--- src/rtl/tsg_pkg.sv ---
package tsg_pkg;

    localparam int N_OPS = 2;
    localparam int RAILS = 2 * N_OPS;

    typedef enum logic [2:0] {
        GATE_AND  = 3'd0,
        GATE_OR   = 3'd1,
        GATE_NAND = 3'd2,
        GATE_NOR  = 3'd3,
        GATE_XOR  = 3'd4,
        GATE_XNOR = 3'd5
    } gate_e;

    typedef enum logic [1:0] {
        PH_IDLE = 2'd0,
        PH_RUN  = 2'd1,
        PH_DONE = 2'd2
    } phase_e;

    // ops[0] is operand A, ops[1] is operand B
    typedef struct packed {
        logic [N_OPS-1:0] ops;
        logic             result;
    } group_t;

    function automatic logic gate_valid(input logic [2:0] code);
        return code <= 3'd5;
    endfunction

    function automatic logic gate_is_parity(input gate_e g);
        return (g == GATE_XOR) || (g == GATE_XNOR);
    endfunction

    function automatic logic gate_result(input gate_e g, input logic a, input logic b);
        logic r;
        case (g)
            GATE_AND:  r = a & b;
            GATE_OR:   r = a | b;
            GATE_NAND: r = ~(a & b);
            GATE_NOR:  r = ~(a | b);
            GATE_XOR:  r = a ^ b;
            GATE_XNOR: r = ~(a ^ b);
            default:   r = 1'b0;
        endcase
        return r;
    endfunction

    // Bit p set when pattern p (p[1]=A, p[0]=B) yields the wanted result
    function automatic logic [3:0] cand_mask(input gate_e g, input logic want);
        logic [3:0] m;
        for (int p = 0; p < 4; p++) begin
            m[p] = (gate_result(g, p[1], p[0]) == want);
        end
        return m;
    endfunction

    function automatic logic [2:0] mask_count(input logic [3:0] m);
        logic [2:0] c;
        c = '0;
        for (int p = 0; p < 4; p++) begin
            c = c + {2'b00, m[p]};
        end
        return c;
    endfunction

    // Position of the n-th set bit of m, counting from bit 0
    function automatic logic [1:0] nth_set(input logic [3:0] m, input logic [1:0] n);
        logic [1:0] pos;
        logic [1:0] seen;
        logic       found;
        pos   = '0;
        seen  = '0;
        found = 1'b0;
        for (int p = 0; p < 4; p++) begin
            if (m[p] && !found) begin
                if (seen == n) begin
                    pos   = 2'(p);
                    found = 1'b1;
                end
                seen = seen + 2'd1;
            end
        end
        return pos;
    endfunction

endpackage

--- src/rtl/tsg_lfsr.sv ---
module tsg_lfsr #(
    parameter int                 W    = 16,
    parameter logic [W-1:0]       TAPS = 16'hB400
) (
    input  logic         clk,
    input  logic         rst,
    input  logic         load,
    input  logic [W-1:0] seed,
    input  logic         adv,
    output logic [W-1:0] state
);
    localparam logic [W-1:0] SAFE_SEED = W'(1);

    logic [W-1:0] next_state;

    // Galois form, shifting towards bit 0
    always_comb begin
        next_state = state >> 1;
        if (state[0]) begin
            next_state = next_state ^ TAPS;
        end
    end

    always_ff @(posedge clk) begin
        if (rst) begin
            state <= SAFE_SEED;
        end else if (load) begin
            state <= (seed == '0) ? SAFE_SEED : seed;
        end else if (adv) begin
            state <= next_state;
        end
    end
endmodule

--- src/rtl/tsg_sequencer.sv ---
module tsg_sequencer
    import tsg_pkg::*;
#(
    parameter int GROUP_STEPS   = 5,
    parameter int GROUPS_SKEWED = 1400,
    parameter int GROUPS_PARITY = 2000
) (
    input  logic       clk,
    input  logic       rst,
    input  logic       start,
    input  logic [2:0] gate_sel,
    output gate_e      cfg_gate,
    output logic       accept,
    output logic       grp_first,
    output logic       done
);
    localparam int MAX_GROUPS = (GROUPS_SKEWED > GROUPS_PARITY) ? GROUPS_SKEWED : GROUPS_PARITY;
    localparam int CNT_W      = $clog2(MAX_GROUPS + 1);
    localparam int STEP_W     = (GROUP_STEPS > 2) ? $clog2(GROUP_STEPS) : 1;
    localparam logic [STEP_W-1:0] LAST_STEP = STEP_W'(GROUP_STEPS - 1);

    phase_e             phase_q;
    logic [STEP_W-1:0]  step_q;
    logic [CNT_W-1:0]   cnt_q;
    logic [CNT_W-1:0]   total;

    assign accept    = start && gate_valid(gate_sel) && (phase_q != PH_RUN);
    assign grp_first = (phase_q == PH_RUN) && (step_q == '0);
    assign done      = (phase_q == PH_DONE);

    always_comb begin
        total = gate_is_parity(cfg_gate) ? CNT_W'(GROUPS_PARITY) : CNT_W'(GROUPS_SKEWED);
    end

    always_ff @(posedge clk) begin
        if (rst) begin
            phase_q  <= PH_IDLE;
            step_q   <= '0;
            cnt_q    <= '0;
            cfg_gate <= GATE_AND;
        end else begin
            case (phase_q)
                PH_RUN: begin
                    if (step_q == '0) begin
                        cnt_q <= cnt_q + CNT_W'(1);
                    end
                    if (step_q == LAST_STEP) begin
                        step_q <= '0;
                        if (cnt_q == total) begin
                            phase_q <= PH_DONE;
                        end
                    end else begin
                        step_q <= step_q + STEP_W'(1);
                    end
                end
                default: begin
                    if (accept) begin
                        phase_q  <= PH_RUN;
                        step_q   <= '0;
                        cnt_q    <= '0;
                        cfg_gate <= gate_e'(gate_sel);
                    end
                end
            endcase
        end
    end
endmodule

--- src/rtl/tsg_picker.sv ---
module tsg_picker
    import tsg_pkg::*;
#(
    parameter int RND_W = 16,
    parameter int SEL_W = 8
) (
    input  gate_e            gate,
    input  logic [RND_W-1:0] rnd,
    output group_t           grp
);
    logic             want;
    logic [SEL_W-1:0] frac;
    logic [3:0]       mask;
    logic [2:0]       n_cand;
    logic [1:0]       idx;
    logic [1:0]       pat;

    always_comb begin
        want   = rnd[0];
        frac   = rnd[SEL_W:1] ^ rnd[RND_W-1 -: SEL_W];
        mask   = cand_mask(gate, want);
        n_cand = mask_count(mask);
        // scale a fraction of 2^SEL_W onto 0 .. n_cand-1
        idx    = 2'(({3'b000, frac} * {{SEL_W{1'b0}}, n_cand}) >> SEL_W);
        pat    = nth_set(mask, idx);
        grp.ops    = {pat[0], pat[1]};
        grp.result = want;
    end
endmodule

--- src/rtl/tsg_encoder.sv ---
module tsg_encoder
    import tsg_pkg::*;
(
    input  logic             emit,
    input  group_t           grp,
    output logic [RAILS-1:0] in_spk,
    output logic [1:0]       tch_spk
);
    for (genvar i = 0; i < N_OPS; i++) begin : g_rail
        assign in_spk[2*i]     = emit & ~grp.ops[i];
        assign in_spk[2*i + 1] = emit &  grp.ops[i];
    end

    assign tch_spk[0] = emit & ~grp.result;
    assign tch_spk[1] = emit &  grp.result;
endmodule

--- src/rtl/balanced_spike_trainer.sv ---
module balanced_spike_trainer
    import tsg_pkg::*;
#(
    parameter int                  LFSR_W        = 16,
    parameter logic [LFSR_W-1:0]   LFSR_TAPS     = 16'hB400,
    parameter int                  SEL_W         = 8,
    parameter int                  GROUP_STEPS   = 5,
    parameter int                  GROUPS_SKEWED = 1400,
    parameter int                  GROUPS_PARITY = 2000
) (
    input  logic              clk,
    input  logic              rst,
    input  logic [2:0]        gate_sel,
    input  logic              start,
    input  logic [LFSR_W-1:0] seed,
    output logic [RAILS-1:0]  in_spk,
    output logic [1:0]        tch_spk,
    output logic              grp_vld,
    output logic              done
);
    gate_e             cfg_gate;
    logic              accept;
    logic              grp_first;
    logic [LFSR_W-1:0] rnd;
    group_t            grp;

    tsg_sequencer #(
        .GROUP_STEPS  (GROUP_STEPS),
        .GROUPS_SKEWED(GROUPS_SKEWED),
        .GROUPS_PARITY(GROUPS_PARITY)
    ) u_seq (
        .clk      (clk),
        .rst      (rst),
        .start    (start),
        .gate_sel (gate_sel),
        .cfg_gate (cfg_gate),
        .accept   (accept),
        .grp_first(grp_first),
        .done     (done)
    );

    tsg_lfsr #(
        .W   (LFSR_W),
        .TAPS(LFSR_TAPS)
    ) u_lfsr (
        .clk  (clk),
        .rst  (rst),
        .load (accept),
        .seed (seed),
        .adv  (grp_first),
        .state(rnd)
    );

    tsg_picker #(
        .RND_W(LFSR_W),
        .SEL_W(SEL_W)
    ) u_pick (
        .gate(cfg_gate),
        .rnd (rnd),
        .grp (grp)
    );

    tsg_encoder u_enc (
        .emit   (grp_first),
        .grp    (grp),
        .in_spk (in_spk),
        .tch_spk(tch_spk)
    );

    assign grp_vld = grp_first;
endmodule

--- config.mk ---
export PLATFORM = sky130hd
export DESIGN_NAME = balanced_spike_trainer
export DESIGN_NICKNAME = d
export VERILOG_FILES = /design/src/rtl/tsg_pkg.sv /design/src/rtl/tsg_lfsr.sv /design/src/rtl/tsg_sequencer.sv /design/src/rtl/tsg_picker.sv /design/src/rtl/tsg_encoder.sv /design/src/rtl/balanced_spike_trainer.sv
export SDC_FILE = /design/constraint.sdc
export NUM_CORES = 1
export LEC_CHECK = 0
export BUFFER_PORTS_ARGS = -buffer_cell sky130_fd_sc_hd__buf_2
export CELL_PAD_IN_SITES_DETAIL_PLACEMENT = 0
export CELL_PAD_IN_SITES_GLOBAL_PLACEMENT = 1
export CORE_MARGIN = 2
export CORE_UTILIZATION = 39
export CTS_CLUSTER_SIZE = 16
export DETAILED_ROUTE_END_ITERATION = 6
export PLACE_DENSITY_LB_ADDON = 0.12
export SLEW_MARGIN = 10
export SYNTH_ARGS = -nofsm -noshare
export SYNTH_HDL_FRONTEND = slang
export SYNTH_SLANG_ARGS = --single-unit
--- constraint.sdc ---
create_clock -name clk -period 4.7 [get_ports clk]
set_input_delay 0.235 -clock clk [delete_from_list [all_inputs] [get_ports clk]]
set_output_delay 0.235 -clock clk [all_outputs]
set_load 0.02 [all_outputs]
==> results_dict.tcl <==
set metrics [dict create \
    synth-xor-area-share_pct 10.7 \
    startpoint_type "register" \
    async_flop_share_pct 0 \
    start_util_pct 40.4 \
    final.fill_count 630 \
    row_count 29 \
    slew_viol_final 0 \
    ir_drop_mv 0.187 \
    min_period_over_period_pct 106 \
    synthSimpleGateAreaFrac_pct 29.7 \
    drt_wl_total_um 6310 \
    clock_skew_ns 0.00514 \
    clock-sinks 35 \
    diodes 0 \
    clk_latency_ns 0.29 \
    synth.top_cell.area_share_pct 27.3 \
    violations "setup timing" \
    grt.total_usage_pct 18.5 \
    nets 428 \
    grt_max_degree 28 \
    synth_compound_area_share_pct 14.4 \
    drc 0 \
    tns_ns -0.937 \
    cts_buffers 5 \
    die_y_um 85.1 \
    drtPass1Iterations 4 \
    routabilityCongestion 0.787 \
    synth_top_family_by_area "simple AND/OR/NAND/NOR gates" \
    avgViaCountPerCell 5.15 \
    critPathKind "register to primary output" \
    synth_edf_count 0 \
    ant_nets 0 \
    crit_fanout 6 \
    cp.arrival_ns 4.75 \
    syn_nets 380 \
    p_leak_nw 1.45 \
    critical_path.endpoint_type "primary output" \
    synthAdderAreaFrac_pct 11.4 \
    io-pin-count 30 \
    drt-wirelength-per-cell_um 13.6 \
    clk_pin_slew_ns 0.07 \
    num_vias 2394 \
    worstPathRequired_ns 4.47 \
    hold_path.class "input port to register" \
    synth.ff_latch_count 35 \
    muxShareOfSynthArea_pct 1.17 \
    hold_buffers 0 \
    hold_viol 0 \
    coreArea_um2 6350 \
    htree_levels 2 \
    drive_gt1_share_pct 25.0 \
    synth_area_leaders "dfxtp_1 27%, nor2_1 8.2%, nand2_1 7.0%" \
    slew_headroom_pct 46.0 \
    io_buffers 29 \
    setup_slack_ns -0.289 \
    fmaxAchievable_mhz 200 \
    overflow 0 \
    cts_root_buf "clkbuf_8" \
    synth_area_um2 2570 \
    final.min_clock_period_ns 4.99 \
    p_per_area_nw_per_um2 315 \
    synth_cell_types 50 \
    drt_iter0_drc 70 \
    tightest_slew_ns 0.809 \
    setup_viol 4 \
    synthCells 339 \
    yosysWarnings 0 \
    synth-seq-area-share_pct 27.3 \
    dp_hpwl_um 4840 \
    antenna_found_initial 0 \
    yosysTopAreaCell "dfxtp_1" \
    pre_cts_ws_ns -0.216 \
    rsz0062_at_grt "yes" \
    clockBufferDepth 2 \
    grt_first_pass_wirelength_um 10900 \
    dieArea_um2 7240 \
    grt_pass1_vias 2378 \
    syn_avg_cell_area_um2 7.57 \
    syn_to_final_growth_pct 27.3 \
    cts_tree "done" \
    status "finished, violations left" \
    drv_cap 0 \
    synthFlopType "dfxtp_1" \
    die_x_um 85.1 \
]
-- cells in the final DEF (no fill, tap or decap), types with 3 or more instances in the layout --
cell type / instances
inv_1: 21
fa_1: 5
nor4_1: 16
xnor2_1: 7
nor3_4: 3
or3_1: 3
nor2_1: 56
dfxtp_1: 31
nand3b_1: 3
buf_4: 27
o21ai_1: 3
o211ai_1: 3
ha_4: 3
nand2_1: 43
buf_6: 4
and2_1: 6
nor2b_1: 4
buf_2: 25
xor2_1: 16
o21ai_0: 8
nor3_1: 5
a21oi_1: 21
and3_1: 4
nand4_1: 3
ha_1: 10
mux2i_1: 3
nand2_2: 4
clkbuf_8: 6
-- state kept, by name, summed over array words and instances, names as in the netlist --
signal / count
u_seq.phase_q: 2
u_seq.cfg_gate: 3
u_seq.cnt_q: 11
u_seq.step_q: 3
u_lfsr.state: 16
-- worst paths after layout --
path,startpoint,to,slack (ns),cells past startpoint
hold reg to reg,u_lfsr.state[15],u_lfsr.state[15],0.50,2
setup reg to reg,u_seq.phase_q[1],u_seq.cnt_q[7],2.03,6
hold / removal,gate_sel[2],u_seq.cfg_gate[2],0.19,3
setup / recovery,u_seq.cfg_gate[1],in_spk[2],-0.29,22
-- synthesized netlist by cell type (4+ instances only) --
library cell / count
ha_1: 13
and2_1: 7
fa_1: 6
xor2_1: 16
a21oi_1: 25
nand2_1: 48
clkbuf_1: 9
o21ai_0: 9
buf_1: 4
nor3_1: 8
nor2b_1: 4
nor2_1: 56
inv_1: 21
xnor2_1: 7
nor4_1: 16
dfxtp_1: 35
and3_1: 4
-- through the flow --
step	hold WS, ns	util, %	cell area (µm²)	std cells	total power [W]
finish	0.188	51.4	3270	465	0.00103
global route	0.197	51.4	3270	465	0.00110
CTS	0.179	50.7	3220	462	0.00102
detailed placement	0.489	47.1	2990	448	0.000709
global placement	0.481	47.1	2990	448	0.000707
floorplan	0.363	-	2720	339	0.000614
-- layer usage --
layer	global-route usage, %	part of all wire (%)
met5	0	0
met4	5.19	1.2
met3	2.33	2.3
met2	32.9	50
met1	23.5	47
-- repair_timing --
item | 4_1_cts | 5_1_grt
setup buffers | 6 | 3
endpoints found under the setup margin | 4 | 4
pin swaps | 8 | 3
endpoints found under the hold margin | 0 | 0
gates cloned | 0 | 0
gates resized for setup | 17 | 6
-- layout make-up --
type / count / area, µm² / share of cell area, %
Tap cell: 77 / 96.3 / 2.95
Multi-Input combinational cell: 268 / 1890 / 57.9
Clock inverter: 2 / 35.0 / 1.07
Clock buffer: 6 / 82.6 / 2.53
Sequential cell: 35 / 711 / 21.8
Timing Repair Buffer: 56 / 373 / 11.4
Inverter: 21 / 78.8 / 2.41
-- where the power goes --
part / switching (W) / internal (W)
Combinational: 0.000216 / 0.000191
Clock: 0.000111 / 0.000172
Sequential: 0.0000221 / 0.000316
Total: 0.000350 / 0.000678
-- worst max-delay path, cell delays in order (launching register included) --
cell and delay (ns):
dfxtp_4 0.40, nor3_4 0.05, a21oi_2 0.16, o32ai_4 0.12, ha_4 0.32, nand2_2 0.06, fa_1 0.48, inv_1 0.04
ha_1 0.25, and3b_1 0.17, a41o_1 0.26, o31a_4 0.32, xnor2_4 0.16, a31oi_1 0.09, ha_1 0.32, nor2b_1 0.12
mux2i_1 0.10, maj3_2 0.33, a21oi_4 0.17, nor4b_4 0.07, buf_4 0.16, nor3_4 0.16, buf_6 0.14
-- logic make-up (layout without fill, tap and decap cells) --
kind of cell	Yosys count	after routing
and+or+nand+nor	160	160
AOI/OAI and AO/OA	58	58
buffers and inverters	36	85
DFF	35	35
xor gates and xnor gates	27	27
adders and majority gates	20	20
muxes	3	3
Note: power is estimated with default switching activity, not from simulation.
